## src/rtl/trap_pkg.sv

```systemverilog
package trap_pkg;

  localparam int TYPE_W = 3;

  typedef enum logic [TYPE_W-1:0] {
    EXC_RESET = 3'd0,
    EXC_BREAK = 3'd1,
    EXC_IBUS  = 3'd2,
    EXC_WATCH = 3'd3,
    EXC_DBUS  = 3'd4,
    EXC_DIVZ  = 3'd5,
    EXC_IRQ   = 3'd6,
    EXC_SCALL = 3'd7
  } excCode_e;

  // strobes from control to datapath; at most one action bit is set
  typedef struct packed {
    logic              takeNorm;
    logic              takeDbg;
    logic              doRetNorm;
    logic              doRetDbg;
    logic              doIeWr;
    logic              raiseErr;
    logic              useDbgBase;
    logic [TYPE_W-1:0] vecIdx;
  } trapCtl_t;

  function automatic logic isDbgCode(input logic [TYPE_W-1:0] code);
    return (code == EXC_BREAK) || (code == EXC_WATCH);
  endfunction

  function automatic logic isNormCode(input logic [TYPE_W-1:0] code);
    return (code == EXC_IBUS) || (code == EXC_DBUS) || (code == EXC_DIVZ) ||
           (code == EXC_IRQ)  || (code == EXC_SCALL);
  endfunction

endpackage

```

## src/rtl/trap_ctrl.sv

```systemverilog
module trap_ctrl
  import trap_pkg::*;
(
  input  logic              clk,
  input  logic              rstN,
  input  logic              normReq,
  input  logic [TYPE_W-1:0] normType,
  input  logic              dbgReq,
  input  logic [TYPE_W-1:0] dbgType,
  input  logic              remapEn,
  input  logic              retNorm,
  input  logic              retDbg,
  input  logic              ieWrEn,
  output trapCtl_t          ctl
);

  // priority: debug request, normal request, debug return, normal return, enable write
  always_comb begin
    ctl = '0;
    if (dbgReq) begin
      if (isDbgCode(dbgType)) begin
        ctl.takeDbg    = 1'b1;
        ctl.useDbgBase = 1'b1;
        ctl.vecIdx     = dbgType;
      end else begin
        ctl.raiseErr = 1'b1;
      end
    end else if (normReq) begin
      if (isNormCode(normType)) begin
        ctl.takeNorm   = 1'b1;
        ctl.useDbgBase = remapEn;
        ctl.vecIdx     = normType;
      end else begin
        ctl.raiseErr = 1'b1;
      end
    end else if (retDbg) begin
      ctl.doRetDbg = 1'b1;
    end else if (retNorm) begin
      ctl.doRetNorm = 1'b1;
    end else if (ieWrEn) begin
      ctl.doIeWr = 1'b1;
    end
  end

  AST_SINGLE_ACTION: assert property (@(posedge clk) disable iff (!rstN)
    $onehot0({ctl.takeNorm, ctl.takeDbg, ctl.doRetNorm, ctl.doRetDbg, ctl.doIeWr, ctl.raiseErr}));

  AST_WRITE_YIELDS: assert property (@(posedge clk) disable iff (!rstN)
    (ieWrEn && (normReq || dbgReq || retNorm || retDbg)) |-> !ctl.doIeWr);

endmodule

```

## src/rtl/trap_dpath.sv

```systemverilog
module trap_dpath
  import trap_pkg::*;
#(
  parameter int XLEN       = 32,
  parameter int SLOT_SHIFT = 5,
  localparam int PAGE_W    = XLEN - TYPE_W - SLOT_SHIFT
) (
  input  logic              clk,
  input  logic              rstN,
  input  trapCtl_t          ctl,
  input  logic [XLEN-1:0]   curPc,
  input  logic [PAGE_W-1:0] excBasePage,
  input  logic [PAGE_W-1:0] dbgBasePage,
  input  logic [2:0]        ieWrData,
  output logic              pcLoad,
  output logic [XLEN-1:0]   pcNext,
  output logic              wbEn,
  output logic              wbSel,
  output logic [XLEN-1:0]   wbData,
  output logic              intEn,
  output logic              savedEn,
  output logic              dbgSavedEn,
  output logic              excErr
);

  logic [XLEN-1:0]   eaQ, baQ;
  logic [XLEN-1:0]   vecAddr;
  logic [PAGE_W-1:0] selPage;
  logic              enterAny;

  assign enterAny = ctl.takeNorm | ctl.takeDbg;
  assign selPage  = ctl.useDbgBase ? dbgBasePage : excBasePage;
  assign vecAddr  = {selPage, ctl.vecIdx, {SLOT_SHIFT{1'b0}}};

  always_ff @(posedge clk or negedge rstN) begin
    if (!rstN) begin
      pcLoad     <= 1'b0;
      pcNext     <= '0;
      wbEn       <= 1'b0;
      wbSel      <= 1'b0;
      wbData     <= '0;
      intEn      <= 1'b0;
      savedEn    <= 1'b0;
      dbgSavedEn <= 1'b0;
      excErr     <= 1'b0;
      eaQ        <= '0;
      baQ        <= '0;
    end else begin
      pcLoad <= enterAny | ctl.doRetNorm | ctl.doRetDbg;
      wbEn   <= enterAny;
      excErr <= ctl.raiseErr;
      if (enterAny) begin
        pcNext <= vecAddr;
        wbSel  <= ctl.takeDbg;
        wbData <= curPc;
      end else if (ctl.doRetDbg) begin
        pcNext <= baQ;
      end else if (ctl.doRetNorm) begin
        pcNext <= eaQ;
      end
      if (ctl.takeNorm) begin
        eaQ     <= curPc;
        savedEn <= intEn;
        intEn   <= 1'b0;
      end
      if (ctl.takeDbg) begin
        baQ        <= curPc;
        dbgSavedEn <= intEn;
        intEn      <= 1'b0;
      end
      if (ctl.doRetNorm) intEn <= savedEn;
      if (ctl.doRetDbg)  intEn <= dbgSavedEn;
      if (ctl.doIeWr) {dbgSavedEn, savedEn, intEn} <= ieWrData;
    end
  end

  AST_ERR_NO_REDIRECT: assert property (@(posedge clk) disable iff (!rstN)
    excErr |-> (!pcLoad && !wbEn));

  AST_ENTRY_CLEARS_IE: assert property (@(posedge clk) disable iff (!rstN)
    wbEn |-> !intEn);

  AST_WB_IS_PC: assert property (@(posedge clk) disable iff (!rstN)
    wbEn |-> (wbData == $past(curPc)));

  AST_VEC_SLOT: assert property (@(posedge clk) disable iff (!rstN)
    wbEn |-> (pcLoad && pcNext[SLOT_SHIFT-1:0] == '0));

  AST_DBG_KEEPS_EIE: assert property (@(posedge clk) disable iff (!rstN)
    (wbEn && wbSel) |-> (savedEn == $past(savedEn)));

  AST_RET_RESTORE: assert property (@(posedge clk) disable iff (!rstN)
    $past(ctl.doRetNorm) |-> (intEn == $past(savedEn) && !wbEn));

  AST_RET_DBG_PC: assert property (@(posedge clk) disable iff (!rstN)
    $past(ctl.doRetDbg) |-> (pcNext == $past(baQ) && intEn == $past(dbgSavedEn)));

endmodule

```

## src/rtl/trap_entry_unit.sv

```systemverilog
module trap_entry_unit
  import trap_pkg::*;
#(
  parameter int XLEN       = 32,
  parameter int SLOT_SHIFT = 5,
  localparam int PAGE_W    = XLEN - TYPE_W - SLOT_SHIFT
) (
  input  logic              clk,
  input  logic              rstN,
  input  logic              normReq,
  input  logic [TYPE_W-1:0] normType,
  input  logic              dbgReq,
  input  logic [TYPE_W-1:0] dbgType,
  input  logic [XLEN-1:0]   curPc,
  input  logic [PAGE_W-1:0] excBasePage,
  input  logic [PAGE_W-1:0] dbgBasePage,
  input  logic              remapEn,
  input  logic              retNorm,
  input  logic              retDbg,
  input  logic              ieWrEn,
  input  logic [2:0]        ieWrData,
  output logic              pcLoad,
  output logic [XLEN-1:0]   pcNext,
  output logic              wbEn,
  output logic              wbSel,
  output logic [XLEN-1:0]   wbData,
  output logic              intEn,
  output logic              savedEn,
  output logic              dbgSavedEn,
  output logic              excErr
);

  trapCtl_t ctl;

  trap_ctrl ctrl_i (
    .clk      (clk),
    .rstN     (rstN),
    .normReq  (normReq),
    .normType (normType),
    .dbgReq   (dbgReq),
    .dbgType  (dbgType),
    .remapEn  (remapEn),
    .retNorm  (retNorm),
    .retDbg   (retDbg),
    .ieWrEn   (ieWrEn),
    .ctl      (ctl)
  );

  trap_dpath #(
    .XLEN       (XLEN),
    .SLOT_SHIFT (SLOT_SHIFT)
  ) dpath_i (
    .clk         (clk),
    .rstN        (rstN),
    .ctl         (ctl),
    .curPc       (curPc),
    .excBasePage (excBasePage),
    .dbgBasePage (dbgBasePage),
    .ieWrData    (ieWrData),
    .pcLoad      (pcLoad),
    .pcNext      (pcNext),
    .wbEn        (wbEn),
    .wbSel       (wbSel),
    .wbData      (wbData),
    .intEn       (intEn),
    .savedEn     (savedEn),
    .dbgSavedEn  (dbgSavedEn),
    .excErr      (excErr)
  );

  AST_DBG_PRIORITY: assert property (@(posedge clk) disable iff (!rstN)
    $past(dbgReq && normReq && isDbgCode(dbgType)) |-> (wbEn && wbSel));

  AST_REMAP_VEC: assert property (@(posedge clk) disable iff (!rstN)
    (wbEn && !wbSel && $past(remapEn)) |-> (pcNext[XLEN-1:XLEN-PAGE_W] == $past(dbgBasePage)));

  AST_DBG_BASE_ALWAYS: assert property (@(posedge clk) disable iff (!rstN)
    (wbEn && wbSel) |-> (pcNext[XLEN-1:XLEN-PAGE_W] == $past(dbgBasePage)));

endmodule

```

## config.mk

```make
export PLATFORM = sky130hd
export DESIGN_NAME = trap_entry_unit
export DESIGN_NICKNAME = d
export VERILOG_FILES = /design/src/rtl/trap_pkg.sv /design/src/rtl/trap_ctrl.sv /design/src/rtl/trap_dpath.sv /design/src/rtl/trap_entry_unit.sv
export SDC_FILE = /design/constraint.sdc
export NUM_CORES = 1
export LEC_CHECK = 0
export ABC_CLOCK_PERIOD_IN_PS = 1600
export BUFFER_PORTS_ARGS = -buffer_cell sky130_fd_sc_hd__buf_2
export CAP_MARGIN = 20
export CORE_ASPECT_RATIO = 2
export CORE_UTILIZATION = 27
export CTS_CLUSTER_SIZE = 14
export DETAILED_ROUTE_END_ITERATION = 10
export SYNTH_ARGS = -nofsm -noshare
export SYNTH_HDL_FRONTEND = slang
export SYNTH_SLANG_ARGS = --single-unit
```

## constraint.sdc

```tcl
create_clock -name clk -period 1.6 [get_ports clk]
set_clock_uncertainty 0.2 [all_clocks]
set_input_delay 0.16 -clock clk [delete_from_list [all_inputs] [get_ports clk]]
set_output_delay 0.16 -clock clk [all_outputs]
set_load 0.01 [all_outputs]
```

==> impl_results.md <==
- Main synth FF type: dfrtp_1
- Beginning of the critical path: normType[2]
- P_int: 7.53 mW
- Max Cap Viol: 0
- Total Power: 10.4 mW
- Place WS: -0.266 ns
- Total Nets Final: 968
- Largest net degree at the start of global routing: 43
- DRT iter0 DRCs: 268
- Worst setup margin: 0.0612 ns
- Worst rel slew slack: 78.5%
- Area grow syn2layout: 50.1%
- CTS sink count: 135
- Synth unique cells: 37
- Num ports: 168
- Root Driver: clkbuf_16
- Synthesized Nets: 688
- GP Congestion: 0.817
- Leakage: 4.43 nW
- Die area: 22600 um2
- DR vias/cell: 4.62
- Core Footprint: 21600 um2
- Die outline width: 107 um
- Top post-synthesis cells by count: 227 x nand2_1, 135 x dfrtp_1, 37 x mux2_1
- Worst Setup End Kind: flip-flop
- Dpl hpwl: 12800 um
- Post-synth ARST share: 100%
- Top-count cell post-synth: nand2_1
- Clk pwr share: 38.8%
- Post-synth EDFFs: 0
- Row Count: 76
- Unrepaired setup endpoints after global routing: false
- Routed via count: 5349
- Status: finished clean
- Inserted Diodes: 0
- R2r startpoint: dpath_i.eaQ[7]$_DFFE_PN0P_
- Netlist Area Pre-Place: 5940 um2
- Number of H-tree levels: 4
- Layout cells sized above 1: 29.9%
- Initial Util: 27.5%
- Die Height: 212 um
- Final min period: 1.54 ns
- Wirelength per Cell: 16.5 um
- Switching power: 2.91 mW
- IR drop worst, VDD: 0.631 mV
- Hold Path Origin: normType[1]
- Latest clock arrival within the worst-skew pair: 0.42 ns
- Total congestion overflow: 0
- Longest Clk Path Bufs: 2
- Mean Syn Cell Area: 10.1 um2
- Arr. time, crit path: 1.63 ns
- Sequential Power Share: 41.5%
- First-pass GRT wire length: 29800 um
- CTS Buf Count: 17
- Setup Viol. Count Final: 0
- Synth area leaders: dfrtp_1 57%, nand2_1 14%, mux2_1 7.0%
- Antenna violations before repair: 0
- Worst Tran Pin Value: 0.322 ns
- Tcrit/Tclk final: 96.2%
- Synth Warn #: 0
- Worst Hold Class: in2reg
- Critical Path Fanout Max: 6
- Synth Instances: 591
- Register area share after synthesis: 56.8%
- Routed Antenna Nets: 0
- Critical Path Start Type: input port
- Total power divided by cell area: 1170 nW/um2
- Drt pass-1 iters: 5
- Worst Path Class, Setup: in2reg
- Top cell type by total area after synthesis: dfrtp_1
- Vias in the first global route: 5723
- Switching fraction of total power: 27.9%
- Fmax: 650 MHz
- Routed Wire Length: 19100 um
- CTS clk-pin slew, worst paths: 0.06 ns
- Post-route DRC: 0
- FF+latch count, synth: 135
- CTS tree: done
- Hold Vio Cnt, Final: 0
- Combinational power share: 19.7%
- Post-CTS Setup Repair Bufs: 0
- Slew Viols, Final: 0
- GRT Total Usage: 17.6%
- Port-buffer cells: 167
- Required time at the worst-slack endpoint: 1.70 ns
- Area share of the largest cell type after synthesis: 56.8%
power groups by stage:
stage / Sequential, mW / Clock [mW] / Combinational (mW)
detailed placement: 4.39 / 0 / 1.90
floorplan: 4.49 / 0 / 0.842
finish: 4.33 / 4.05 / 2.06
global route: 4.40 / 4.29 / 2.27
CTS: 4.33 / 4.17 / 2.08
global placement: 4.38 / 0 / 1.87
cell type report:
cell class	instances	area, um2
Multi-Input combinational cell	403	2330
Fill cell	2074	12700
Sequential cell	135	3380
Tap cell	273	342
Inverter	13	48.8
Timing Repair Buffer	301	2210
Clock inverter	14	173
Clock buffer	18	439
kinds of logic (layout without fill, tap and decap cells):
logic type,count (synthesis),after routing,share of synthesized area [%]
AO/OA/AOI/OAI,67,67,8.17
AND/OR/NAND/NOR,270,270,18.4
buffers and inverters,53,346,4.44
multiplexers,66,66,12.2
flip-flops,135,135,56.8
metal layers:
metal	vias up	wire length, um	GRT usage [%]
met1	2583	6960	18.0
met4	0	1030	11.6
met5	-	0	0
li1	2547	-	-
met3	54	670	3.08
met2	165	10400	32.2
path summary, 6_finish.rpt:
path,to,slack [ns],depth (start not counted)
worst min-delay path,dpath_i.pcNext[6]$_DFFE_PN0P_,0.03,4
max in group asynchronous,dpath_i.baQ[29]$_DFFE_PN0P_,0.15,4
min in group asynchronous,dpath_i.wbData[6]$_DFFE_PN0N_,0.51,3
worst max register to register,dpath_i.pcNext[7]$_DFFE_PN0P_,0.38,3
worst max-delay path,dpath_i.pcNext[6]$_DFFE_PN0P_,0.06,6
worst min register to register,dpath_i.baQ[18]$_DFFE_PN0P_,0.27,2
stage by stage:
| step | util (%) | TNS [ns] | std cells | instance area, um2 | hold slack, ns |
|---|---|---|---|---|---|
| finish | 41.3 | 0 | 1157 | 8920 | 0.0253 |
| global route | 41.3 | 0 | 1157 | 8920 | 0.0198 |
| CTS | 41.3 | 0 | 1157 | 8920 | 0.00862 |
| detailed placement | 34.3 | -10.89 | 1034 | 7400 | -0.151 |
| global placement | 34.3 | -10.17 | 1034 | 7400 | -0.157 |
| floorplan | - | -1.40 | 591 | 5970 | -0.336 |
cell usage in the layout, fill, tap and decap left out, types with 16 or more instances in the layout:
| master | netlist | layout |
|---|---|---|
| clkbuf_16 | 0 | 17 |
| a21oi_1 | 17 | 17 |
| mux2_1 | 37 | 37 |
| buf_2 | 7 | 166 |
| nand3_1 | 19 | 19 |
| nand2_1 | 227 | 226 |
| buf_4 | 5 | 32 |
| mux2i_1 | 16 | 16 |
| dfrtp_1 | 135 | 135 |
| dlygate4sd3_1 | 0 | 91 |
flip-flops by register name, indices dropped and copies added, names as in the netlist:
name / count
dpath_i.dbgSavedEn: 1
dpath_i.pcLoad: 1
dpath_i.excErr: 1
dpath_i.intEn: 1
dpath_i.wbData: 32
dpath_i.savedEn: 1
dpath_i.pcNext: 32
dpath_i.eaQ: 32
dpath_i.wbSel: 1
dpath_i.baQ: 32
dpath_i.wbEn: 1
worst max-delay path, cell delays in order:
cell and delay, ns:
buf_2 0.12, dlygate4sd3_1 0.55, buf_4 0.15, o21a_2 0.27, a22oi_1 0.27, a31oi_1 0.11
timing repair:
| action | CTS | global route |
|---|---|---|
| hold buffers | 91 | 0 |
| gates resized for setup | 0 | 0 |
| endpoints found under the hold margin | 259 | 0 |
No activity file was read; power rests on OpenSTA's default activity.
